File: src/rtl/sat_alu_pkg.sv
package sat_alu_pkg;
  typedef enum logic [3:0] {
    OP_WADD  = 4'd0,
    OP_SADD  = 4'd1,
    OP_SSUB  = 4'd2,
    OP_SDBL  = 4'd3,
    OP_UADD  = 4'd4,
    OP_USUB  = 4'd5,
    OP_SSAT  = 4'd6,
    OP_USAT  = 4'd7,
    OP_SSAT2 = 4'd8,
    OP_USAT2 = 4'd9
  } op_e;
endpackage

File: src/rtl/sat_alu_arith.sv
module sat_alu_arith
  import sat_alu_pkg::*;
#(
  parameter int W = 32
) (
  input  logic [W-1:0] a,
  input  logic [W-1:0] b,
  input  op_e          op,
  output logic [W-1:0] res,
  output logic         clamp
);
  localparam logic [W-1:0] SMAX = {1'b0, {(W-1){1'b1}}};
  localparam logic [W-1:0] SMIN = {1'b1, {(W-1){1'b0}}};
  localparam logic [W-1:0] QPOS = {2'b01, {(W-2){1'b0}}};
  localparam logic [W-1:0] QNEG = {2'b11, {(W-2){1'b0}}};

  logic [W:0]   sum, dif;
  logic         ovf_add, ovf_sub;
  logic [W-1:0] sext;

  always_comb begin
    sum     = {1'b0, a} + {1'b0, b};
    dif     = {1'b0, a} - {1'b0, b};
    ovf_add = (a[W-1] == b[W-1]) && (sum[W-1] != a[W-1]);
    ovf_sub = (a[W-1] != b[W-1]) && (dif[W-1] != a[W-1]);
    sext    = a[W-1] ? SMIN : SMAX;
    res     = '0;
    clamp   = 1'b0;
    case (op)
      OP_WADD: begin
        res   = sum[W-1:0];
        clamp = ovf_add;
      end
      OP_SADD: begin
        res   = ovf_add ? sext : sum[W-1:0];
        clamp = ovf_add;
      end
      OP_SSUB: begin
        res   = ovf_sub ? sext : dif[W-1:0];
        clamp = ovf_sub;
      end
      OP_SDBL: begin
        if ($signed(a) >= $signed(QPOS)) begin
          res   = SMAX;
          clamp = 1'b1;
        end else if ($signed(a) <= $signed(QNEG)) begin
          res   = SMIN;
          clamp = 1'b1;
        end else begin
          res = {a[W-2:0], 1'b0};
        end
      end
      OP_UADD: begin
        res   = sum[W] ? '1 : sum[W-1:0];
        clamp = sum[W];
      end
      OP_USUB: begin
        res   = dif[W] ? '0 : dif[W-1:0];
        clamp = dif[W];
      end
      default: begin
        res   = '0;
        clamp = 1'b0;
      end
    endcase
  end
endmodule

File: src/rtl/sat_alu_clip.sv
module sat_alu_clip #(
  parameter int W  = 32,
  parameter int PW = $clog2(W)
) (
  input  logic [W-1:0]  val,
  input  logic [PW-1:0] pos,
  input  logic          is_signed,
  output logic [W-1:0]  res,
  output logic          clamp
);
  logic [W-1:0]        lim;
  logic signed [W-1:0] top;

  always_comb begin
    lim   = (W'(1) << pos) - W'(1);
    top   = $signed(val) >>> pos;
    res   = val;
    clamp = 1'b0;
    if (is_signed) begin
      if (!top[W-1] && (top != '0)) begin
        res   = lim;
        clamp = 1'b1;
      end else if (top[W-1] && (top != '1)) begin
        res   = ~lim;
        clamp = 1'b1;
      end
    end else begin
      if (val[W-1]) begin
        res   = '0;
        clamp = 1'b1;
      end else if (val > lim) begin
        res   = lim;
        clamp = 1'b1;
      end
    end
  end
endmodule

File: src/rtl/sat_alu_sticky.sv
module sat_alu_sticky (
  input  logic clk,
  input  logic rst_n,
  input  logic set_i,
  input  logic clr_i,
  output logic q_o
);
  always_ff @(posedge clk or negedge rst_n) begin
    if (!rst_n)     q_o <= 1'b0;
    else if (set_i) q_o <= 1'b1;
    else if (clr_i) q_o <= 1'b0;
  end
endmodule

File: src/rtl/sat_alu.sv
module sat_alu
  import sat_alu_pkg::*;
#(
  parameter int W = 32
) (
  input  logic                 clk,
  input  logic                 rst_n,
  input  logic                 in_valid,
  output logic                 in_ready,
  input  logic [3:0]           op_code,
  input  logic [W-1:0]         opnd_a,
  input  logic [W-1:0]         opnd_b,
  input  logic [$clog2(W)-1:0] sat_pos,
  output logic                 out_valid,
  input  logic                 out_ready,
  output logic [W-1:0]         res,
  output logic                 res_clamp,
  input  logic                 q_clr,
  output logic                 q_flag
);
  localparam int LANES = 2;
  localparam int HW    = W / LANES;
  localparam int PW    = $clog2(W);
  localparam int LPW   = $clog2(HW);

  op_e opc;
  assign opc = op_e'(op_code);

  // word-wide add / subtract / doubling
  logic [W-1:0] ar_res;
  logic         ar_clamp;
  sat_alu_arith #(.W(W)) u_arith (
    .a(opnd_a), .b(opnd_b), .op(opc), .res(ar_res), .clamp(ar_clamp)
  );

  // whole-word clip
  logic [W-1:0] wc_res;
  logic         wc_clamp;
  sat_alu_clip #(.W(W), .PW(PW)) u_wclip (
    .val(opnd_a), .pos(sat_pos), .is_signed(opc == OP_SSAT),
    .res(wc_res), .clamp(wc_clamp)
  );

  // per-lane clip; positions past the lane top behave like the top
  logic [LPW-1:0]   lane_pos;
  logic [W-1:0]     lane_res;
  logic [LANES-1:0] lane_clamp;
  assign lane_pos = (sat_pos > PW'(HW-1)) ? LPW'(HW-1) : sat_pos[LPW-1:0];

  for (genvar g = 0; g < LANES; g++) begin : g_lane
    sat_alu_clip #(.W(HW), .PW(LPW)) u_lclip (
      .val(opnd_a[g*HW +: HW]), .pos(lane_pos), .is_signed(opc == OP_SSAT2),
      .res(lane_res[g*HW +: HW]), .clamp(lane_clamp[g])
    );
  end

  always_comb begin
    case (opc)
      OP_SSAT, OP_USAT: begin
        res       = wc_res;
        res_clamp = wc_clamp;
      end
      OP_SSAT2, OP_USAT2: begin
        res       = lane_res;
        res_clamp = |lane_clamp;
      end
      default: begin
        res       = ar_res;
        res_clamp = ar_clamp;
      end
    endcase
  end

  assign out_valid = in_valid;
  assign in_ready  = out_ready;

  sat_alu_sticky u_q (
    .clk(clk), .rst_n(rst_n),
    .set_i(in_valid && out_ready && res_clamp),
    .clr_i(q_clr), .q_o(q_flag)
  );
endmodule

File: config.mk
export PLATFORM = sky130hd
export DESIGN_NAME = sat_alu
export DESIGN_NICKNAME = d
export VERILOG_FILES = /design/src/rtl/sat_alu_pkg.sv /design/src/rtl/sat_alu_arith.sv /design/src/rtl/sat_alu_clip.sv /design/src/rtl/sat_alu_sticky.sv /design/src/rtl/sat_alu.sv
export SDC_FILE = /design/constraint.sdc
export NUM_CORES = 1
export LEC_CHECK = 0
export BUFFER_PORTS_ARGS = -buffer_cell sky130_fd_sc_hd__buf_2
export CAP_MARGIN = 40
export CELL_PAD_IN_SITES_DETAIL_PLACEMENT = 0
export CELL_PAD_IN_SITES_GLOBAL_PLACEMENT = 2
export CORE_UTILIZATION = 38
export CTS_CLUSTER_DIAMETER = 80
export CTS_CLUSTER_SIZE = 30
export DETAILED_ROUTE_END_ITERATION = 8
export GPL_ROUTABILITY_DRIVEN = 0
export GPL_TIMING_DRIVEN = 0
export MAX_ROUTING_LAYER = met4
export PLACE_DENSITY_LB_ADDON = 0.1
export RECOVER_POWER = 50
export SLEW_MARGIN = 25
export SYNTH_ARGS = -nofsm -noshare
export SYNTH_HDL_FRONTEND = slang
export SYNTH_HIERARCHICAL = 1
export SYNTH_SLANG_ARGS = --single-unit
File: constraint.sdc
create_clock -name clk -period 6.4 [get_ports clk]
set_clock_uncertainty 0.15 [all_clocks]
set_input_delay 0 -clock clk [delete_from_list [all_inputs] [get_ports clk]]
set_output_delay 0 -clock clk [all_outputs]
set_load 0.1 [all_outputs]
After elaboration in Yosys (flattened, before gate mapping)
Index checks and enable logic that the tools add are counted.
{"block": "totals", "word_cells": 102, "ff_bits": 1}
{"block": "classes", "shift": 5, "n_bitwise": 2, "reduce_logical": 22, "n_lt_le_gt_ge": 6, "n_eq_ne": 16, "muxes": 46, "addsub": 4}
{"cell": "2-to-1 mux 32 bit", "n": 12}
{"cell": "case mux 32 bit (6 select lines)", "n": 1}
{"cell": "2-to-1 mux 16 bit", "n": 10}
{"cell": "case mux 32 bit (2 select lines)", "n": 1}
{"cell": "adder 32 x 32 -> 33 bit", "n": 1}
{"cell": "subtractor 32 x 32 -> 33 bit", "n": 1}
{"cell": "greater-or-equal comparator 32 bit, second input constant", "n": 1}
{"cell": "greater-than comparator 16 bit", "n": 2}
{"cell": "greater-than comparator 32 bit", "n": 1}
{"cell": "<= comparator 32 x 31 -> 1 bit, second input constant", "n": 1}
{"cell": "!= test 16 bit, second input constant", "n": 2}
{"cell": "!= test 32 bit, second input constant", "n": 1}
{"cell": "NOT 32 bit", "n": 1}
{"cell": "nonzero test 16 bit", "n": 2}
{"cell": "nonzero test 32 bit", "n": 1}
{"cell": "left shift 1 x 5 -> 32 bit, first input constant", "n": 1}
{"cell": ">>> shifter 16 x 4 -> 16 bit", "n": 2}
{"cell": ">>> shifter 32 x 5 -> 32 bit", "n": 1}
{"cell": "subtractor 32 x 2 -> 32 bit, second input constant", "n": 1}
{"cell": "2-to-1 mux 1 bit", "n": 19}
{"cell": "equality test 4 x 3 -> 1 bit, second input constant", "n": 4}
{"cell": "NOT 16 bit", "n": 1}
{"cell": "left shift 1 x 4 -> 16 bit, first input constant", "n": 1}
{"cell": "subtractor 16 x 2 -> 16 bit, second input constant", "n": 1}
{"cell": "14 further kinds", "n": 32}

Depth between registers and ports, before layout
Gate-level depths: netlist of the first run.
{"block": "logic_depth", "ltp_word": 12, "mapped_depth": 26, "depth_no_buf": 22}

Modules after synthesis
The synthesis of the first run kept the hierarchy.
{"mod": "sat_alu_arith", "instances": 1, "area_per_inst_um2": 5175.0, "seq_area_each_um2": 0.0, "cells_per_inst": 781}
{"mod": "sat_alu_clip at u_wclip", "instances": 1, "area_per_inst_um2": 5152.4, "seq_area_each_um2": 0.0, "cells_per_inst": 650}
{"mod": "sat_alu_clip at g_lane[0].u_lclip", "instances": 1, "area_per_inst_um2": 2567.5, "seq_area_each_um2": 0.0, "cells_per_inst": 336}
{"mod": "sat_alu_clip at g_lane[1].u_lclip", "instances": 1, "area_per_inst_um2": 2296.0, "seq_area_each_um2": 0.0, "cells_per_inst": 310}
{"mod": "sat_alu", "instances": 1, "area_per_inst_um2": 873.3, "seq_area_each_um2": 0.0, "cells_per_inst": 128}
{"mod": "sat_alu_sticky", "instances": 1, "area_per_inst_um2": 36.3, "seq_area_each_um2": 25.0, "cells_per_inst": 3}

Least setup slack after synthesis of the first run
Ideal clock, no wire load.
{"block": "synth_path", "path_kind": "input-to-output", "start": "input sat_pos[4]", "end": "output res[10]", "slack_ps": 894, "stages": 24, "arrival_ps": 5356, "t_required_ps": 6250, "path_buffers": 7, "path_cell_list": "clkbuf_1 > buf_6 > buf_6 > clkbuf_1 > nor2_1 > nand2_1 > ha_1 > clkbuf_1 > clkbuf_1 > o21ai_0 > o31a_1 > ha_1 > nand4_1 > or3_1 > a21oi_1 > a211oi_1 > a211oi_1 > o31ai_1 > a22oi_2 > clkbuf_1 > nor2_1 > o32ai_1 > a22oi_1 > nand2_1"}
{"block": "synth_via", "word_cells_on_any_way": 33, "classes_between": "2 x add/sub; 3 x order compare; 2 x eq/ne; 4 x shift; 12 x mux; 2 x bitwise; 8 x reduce/logical"}
{"element": "start, declared", "line": "sat_alu.sv:13", "text": "input logic [$clog2(W)-1:0] sat_pos,"}
{"element": "left shift 1 x 5 -> 32 bit / >>> shifter 32 x 5 -> 32 bit (equally long branches)", "line": "sat_alu_clip.sv:15, sat_alu_clip.sv:16"}
{"element": "subtractor 32 x 2 -> 32 bit / != test 32 bit (equally long branches)", "line": "sat_alu_clip.sv:15, sat_alu_clip.sv:23"}
{"element": "greater-than comparator 32 bit, or another cell as far along", "line": "sat_alu_clip.sv:31", "text": "end else if (val > lim) begin"}
{"element": "2-to-1 mux 32 bit (on tied branches)", "line": "sat_alu_clip.sv:31, sat_alu_clip.sv:23"}
{"element": "2-to-1 mux 32 bit (on tied branches)", "line": "sat_alu_clip.sv:28, sat_alu_clip.sv:20"}
{"element": "2-to-1 mux 32 bit *", "line": "sat_alu_clip.sv:19", "text": "if (is_signed) begin"}
{"element": "via wc_res[10]", "line": "sat_alu.sv:37", "text": "logic [W-1:0] wc_res;"}
{"element": "case mux 32 bit (2 select lines) *", "line": "sat_alu.sv:58", "text": "case (opc)"}
{"element": "end, declared", "line": "sat_alu.sv:16", "text": "output logic [W-1:0] res,"}
The timed path passes the listed nets; every way through them passes the cells marked *.

Worst setup path in the final report of the first run
{"block": "layout_path", "start": "input sat_pos[4]", "end": "output res[8]"}
Same word-level chain as after synthesis.

==> flow_metrics.py, run 1 <==
metrics = {
    "outcome": {
        "status": "finished clean",
    },
    "drt": {
        "drt_iter0_markers": 2469,
        "ant_nets": 0,
        "avgViaCountPerCell": 6.89,
        "drc_errors": 0,
        "routed_wl_um": 80000,
        "firstDrtPassIters": 7,
        "vias": 19700,
        "wl_per_cell_um": 27.9,
    },
    "clocking": {
        "clock_latency_ns": 0,
        "clkTransAtPathRegs_ns": 0,
        "post_cts_buffers": 0,
    },
    "power_and_ir_drop": {
        "leakage_uw": 0.00717,
        "power_uw": 1890,
        "p_per_area_mw_per_mm2": 108,
        "max-vdd-ir-drop_mv": 0.108,
    },
    "worst_setup_path": {
        "critPathMaxStageDelay_ns": 0.53,
        "cp_top_family": "compound AO/OA/AOI/OAI gates",
        "crit_path_start_kind": "input port",
        "cp.arrival_ns": 6.08,
        "path_max_fanout": 19,
        "cpMaxStageDelayCell": "o32ai_1",
        "required_ns": 6.25,
        "cp.buffers_inverters": 7,
        "endpoint_kind": "primary output",
        "crit_type": "in2out",
    },
    "cells_and_area": {
        "largest_register_ffs": 1,
        "fillers": 4478,
        "final_nets": 2531,
        "layout-drive-gt1-share": 0.188,
        "area_delta_synth_final_pct": 8.89,
        "top_regs": "u_q/q_o (1)",
        "top_register": "u_q/q_o",
    },
    "synthesis": {
        "synth_compound_area_frac": 0.320,
        "ys_seq_elements": 1,
        "synthesis.nets": 2414,
        "syn-cell-area_sq_mm": 0.0161,
        "synth_edf_count": 0,
        "synthMuxAreaShare": 0.202,
        "synth_top_family_by_area": "compound AO/OA/AOI/OAI gates",
        "avgSynthCellArea_sq_um": 7.29,
        "synthDistinctLibCells": 119,
        "ys_warn_count": 6,
        "yosys.area_share.simple": 0.249,
        "ys_seq_area_frac": 0.00155,
        "netlist_instances": 2208,
        "synth_fa_ha_area_frac": 0.103,
        "synth-xor-area-share": 0.0299,
        "synth_flop_cell": "dfrtp_1",
        "async_reset_ff_frac": 1.00,
    },
    "placement": {
        "portBuffers": 113,
        "post-dp-hpwl_um": 60300,
    },
    "global_routing": {
        "grt_pass1_vias": 18400,
        "grt_usage": 0.364,
        "grt_pass1_wl_um": 118000,
        "grt_max_degree": 25,
        "antenna_found_initial": 3,
        "grt-ovfl-total": 0,
    },
    "die": {
        "coreArea_sq_mm": 0.0419,
        "die_x_um": 208,
        "ios": 114,
        "start_util": 0.385,
        "dieArea_sq_mm": 0.0432,
        "std_cell_rows": 75,
        "die-height_um": 208,
    },
    "sta": {
        "hold_slack_ns": 0.130,
        "final_hold_viol_count": 0,
        "fmax_ghz": 0.161,
        "timing.slew.headroom": 0.172,
        "post-route-period-util": 0.973,
        "finalSetupViolCount": 0,
        "tightestPinTransition_ns": 1.25,
        "slew_viol_final": 0,
        "fin_crit_ns": 6.23,
    },
    "min_path": {
        "hp-class": "in2reg",
    },
    "job": {
        "cap_violations": 0,
    },
}
-- synthesized netlist by cell type (all sizes together), types with 40 or more instances --
cell type,n,area [sq um]
mux2i,120,1200
a22oi,53,403
o21ai,90,454
nor4,40,327
nand2,212,796
clkbuf,91,344
ha,125,1560
o211ai,68,521
buf,100,681
mux2,46,526
nor2,165,627
nand4,42,269
a21oi,138,691
nor3,46,240
inv,127,477
xnor2,41,359
mux4,67,1520
nand3,74,521
-- timing repair --
action                                 CTS  global route
endpoints found under the hold margin    1             0
setup endpoints to repair               33            32
gates resized for setup                 23            30
hold buffers                             1             0
-- where the power goes --
part / leakage [uW] / internal (uW) / switching [uW]
clock: 0.0000000142 / 0.0000346 / 0
combinational: 0.00716 / 607 / 1280
sequential: 0.0000135 / 7.01 / 0.967
-- path summary, 6_finish.rpt --
path	end	cells after the start	slack (ns)	from
max	res[8]	27	0.17	sat_pos[4]
max in group asynchronous	u_q/q_o	2	5.85	rst_n
min in group asynchronous	u_q/q_o	2	0.17	rst_n
max reg2reg	u_q/q_o	1	5.51	u_q/q_o
min	u_q/q_o	3	0.13	q_clr
min reg2reg	u_q/q_o	1	0.45	u_q/q_o
-- logic make-up after synthesis --
kind of cell             Yosys count
AND/OR/NAND/NOR                  761
AO/OA/AOI/OAI                    702
buffers and inverters            322
multiplexers                     233
adder cells (fa/ha/maj)          131
XOR/XNOR                          55
other                              3
flip-flops                         1
-- layout by cell type (no fill, tap or decap), drive strengths merged, types with 68 or more instances in the layout --
cell and n:
nand2 212, o21ai 90, a21oi 138, mux2i 120, inv 127, nand3 74
ha 125, nor2 165, clkbuf 115, o211ai 68, buf 190
-- per-layer routing --
layer / vias to the layer above / track usage / part of all wire
met5: - / - / 0
met4: 0 / 0.103 / 0.033
met3: 181 / 0.0446 / 0.092
met2: 1220 / 0.570 / 0.45
met1: 9617 / 0.491 / 0.43
li1: 8712 / - / -
-- area by class of cell --
type | instances | area [sq um] | area share
multi-input combinational | 1885 | 14600 | 0.835
sequential | 1 | 25.0 | 0.00143
tap | 539 | 674 | 0.0385
buffer | 185 | 1020 | 0.0580
inverter | 131 | 492 | 0.0280
timing repair buffer | 121 | 676 | 0.0385
antenna | 2 | 5.00 | 0.000285
-- through the flow --
step / cell area, sq um / TNS [ns] / setup WS [ns] / instances / utilization
floorplan: 16100 / 0 / 0.894 / 2208 / -
global placement: 17300 / -34.17 / -1.31 / 2860 / 0.414
detailed placement: 17400 / -31.85 / -1.24 / 2865 / 0.415
CTS: 17400 / 0 / 0.0393 / 2864 / 0.416
global route: 17500 / -0.00201 / -0.00201 / 2864 / 0.419
finish: 17500 / 0 / 0.173 / 2864 / 0.419
Note: power is estimated with default switching activity, not from simulation.
==> inputs of run 2 (changes only) <==
Settings changed: SETUP_SLACK_MARGIN set to 0.3.
==> run 2 against run 1 <==
Against the previous run:
- via count shrank 0.39%
- total power grew 1.3%
- maximum frequency grew 2.4%
- sequential share of layout area is essentially flat
- global-route usage is essentially flat
- register-to-register slack is essentially flat
- cell count grew 0.21%
- die area is the same
- hold slack lost 0.0010 ns
- utilization grew 0.48 points
- largest cell class unchanged
- combinational power is essentially flat
==> flow_metrics.py, run 2 (synthesized netlist as in run 1, its figures left out) <==
metrics = {
    "outcome": {
        "status": "finished clean",
    },
    "power_and_ir_drop": {
        "leakage_uw": 0.00725,
        "power_uw": 1920,
        "max-vdd-ir-drop_mv": 0.112,
        "p_per_area_mw_per_mm2": 108,
    },
    "cells_and_area": {
        "final_common_cell": "nand2_1",
        "post-route-util": 0.424,
        "top_register": "u_q/q_o",
        "fin_area_sq_mm": 0.0177,
        "final_nets": 2537,
        "layout-drive-gt1-share": 0.197,
        "area_delta_synth_final_pct": 10.1,
        "mostFrequentLayoutCells": "nand2_1, nor2_1, a21oi_1",
        "largest_register_ffs": 1,
        "top_regs": "u_q/q_o (1)",
    },
    "global_routing": {
        "grt_pass1_vias": 18400,
        "antenna_found_initial": 3,
        "grt_usage": 0.365,
        "grt_max_degree": 25,
        "grt_pass1_wl_um": 119000,
        "grt-ovfl-total": 0,
    },
    "placement": {
        "portBuffers": 113,
        "post-dp-hpwl_um": 60300,
        "dpl_cell_area_sq_mm": 0.0174,
    },
    "worst_setup_path": {
        "path_max_fanout": 19,
        "crit_type": "in2out",
        "crit_path_start_kind": "input port",
        "required_ns": 6.25,
        "endpoint_kind": "primary output",
        "ff2ff_path_depth": 1,
        "cp.arrival_ns": 5.93,
    },
    "drt": {
        "wl_per_cell_um": 27.9,
        "vias": 19700,
        "drc_errors": 0,
        "ant_nets": 0,
        "drt_iter0_markers": 2292,
        "avgViaCountPerCell": 6.85,
        "routed_wl_um": 80100,
        "firstDrtPassIters": 6,
    },
    "die": {
        "die_x_um": 208,
        "coreArea_sq_mm": 0.0419,
        "dieArea_sq_mm": 0.0432,
        "std_cell_rows": 75,
        "die-height_um": 208,
        "start_util": 0.385,
        "ios": 114,
    },
    "job": {
        "cap_violations": 0,
    },
    "clocking": {
        "clkTransAtPathRegs_ns": 0,
        "clock_latency_ns": 0,
    },
    "sta": {
        "slew_viol_final": 0,
        "tightestPinTransition_ns": 1.25,
        "fmax_ghz": 0.164,
        "hold_slack_ns": 0.129,
        "rsz0062_at_grt": "false",
        "post-route-period-util": 0.950,
        "fin_crit_ns": 6.08,
        "finalSetupViolCount": 0,
        "timing.slew.headroom": 0.169,
        "final_hold_viol_count": 0,
    },
    "min_path": {
        "holdPathStages": 3,
        "hp-class": "in2reg",
    },
}
[run 2: changes by cell type in the layout (fill, tap and decap cells not counted), sizes merged]
cell / previous run / this run
buf: 190 / 196
[run 2: power breakdown]
| group | switching (uW) | internal, uW |
|---|---|---|
| combinational | 1280 | 625 |
| sequential | 1.05 | 7.01 |
| clock | 0 | 0.0000330 |
[run 2: what timing repair did]
| item | 4_1_cts | 5_1_grt |
|---|---|---|
| gates resized for setup | 48 | 73 |
| endpoints found under the hold margin | 1 | 0 |
| endpoints found under the setup margin | 33 | 32 |
| hold buffers | 1 | 0 |
| pin swaps | 0 | 4 |
| buffers inserted | 0 | 1 |
[run 2: stage by stage]
stage,setup TNS (ns),setup WS (ns),instances
2_1_floorplan,0,0.894,2208
3_3_place_gp,-34.17,-1.31,2860
3_5_place_dp,-31.85,-1.24,2865
4_1_cts,0,0.307,2865
5_1_grt,0,0.173,2870
6_report,0,0.320,2870
[run 2: final cells by class]
| cell class | count | area (sq um) |
|---|---|---|
| Sequential cell | 1 | 25.0 |
| Timing Repair Buffer | 122 | 741 |
| Tap cell | 539 | 674 |
| Fill cell | 4463 | 24100 |
| Buffer | 190 | 1050 |
| Multi-Input combinational cell | 1885 | 14700 |
| Inverter | 131 | 492 |
| Antenna cell | 2 | 5.00 |
[run 2: path summary, 6_finish.rpt]
path | from | endpoint | slack, ns
worst max-delay path | sat_pos[4] | res[8] | 0.32
worst min-delay path | q_clr | u_q/q_o | 0.13
worst max register to register | u_q/q_o | u_q/q_o | 5.50
worst min register to register | u_q/q_o | u_q/q_o | 0.47
max in group asynchronous | rst_n | u_q/q_o | 5.85
min in group asynchronous | rst_n | u_q/q_o | 0.17
[run 2: critical path: stages]
cell,delay [ns]
buf_2,0.11
clkbuf_4,0.25
buf_6,0.19
buf_6,0.24
nor2_4,0.09
nand2_1,0.16
ha_1,0.25
clkbuf_2,0.26
nand2_1,0.20
a21boi_0,0.20
o31a_1,0.33
ha_1,0.35
nand4_1,0.13
or3_1,0.44
a21oi_1,0.20
a211oi_1,0.11
a211oi_2,0.35
o31ai_1,0.19
a22oi_2,0.39
clkbuf_4,0.32
nor2_1,0.07
o32ai_2,0.38
a22oi_1,0.12
nand2_1,0.10
clkbuf_2,0.46
[run 2: layer usage]
layer  share of wire  GRT usage  vias up
met4           0.041      0.108        0
met2            0.44      0.569     1200
met5               0          -        -
li1                -          -     8729
met1            0.43      0.491     9527
met3           0.090     0.0451      197
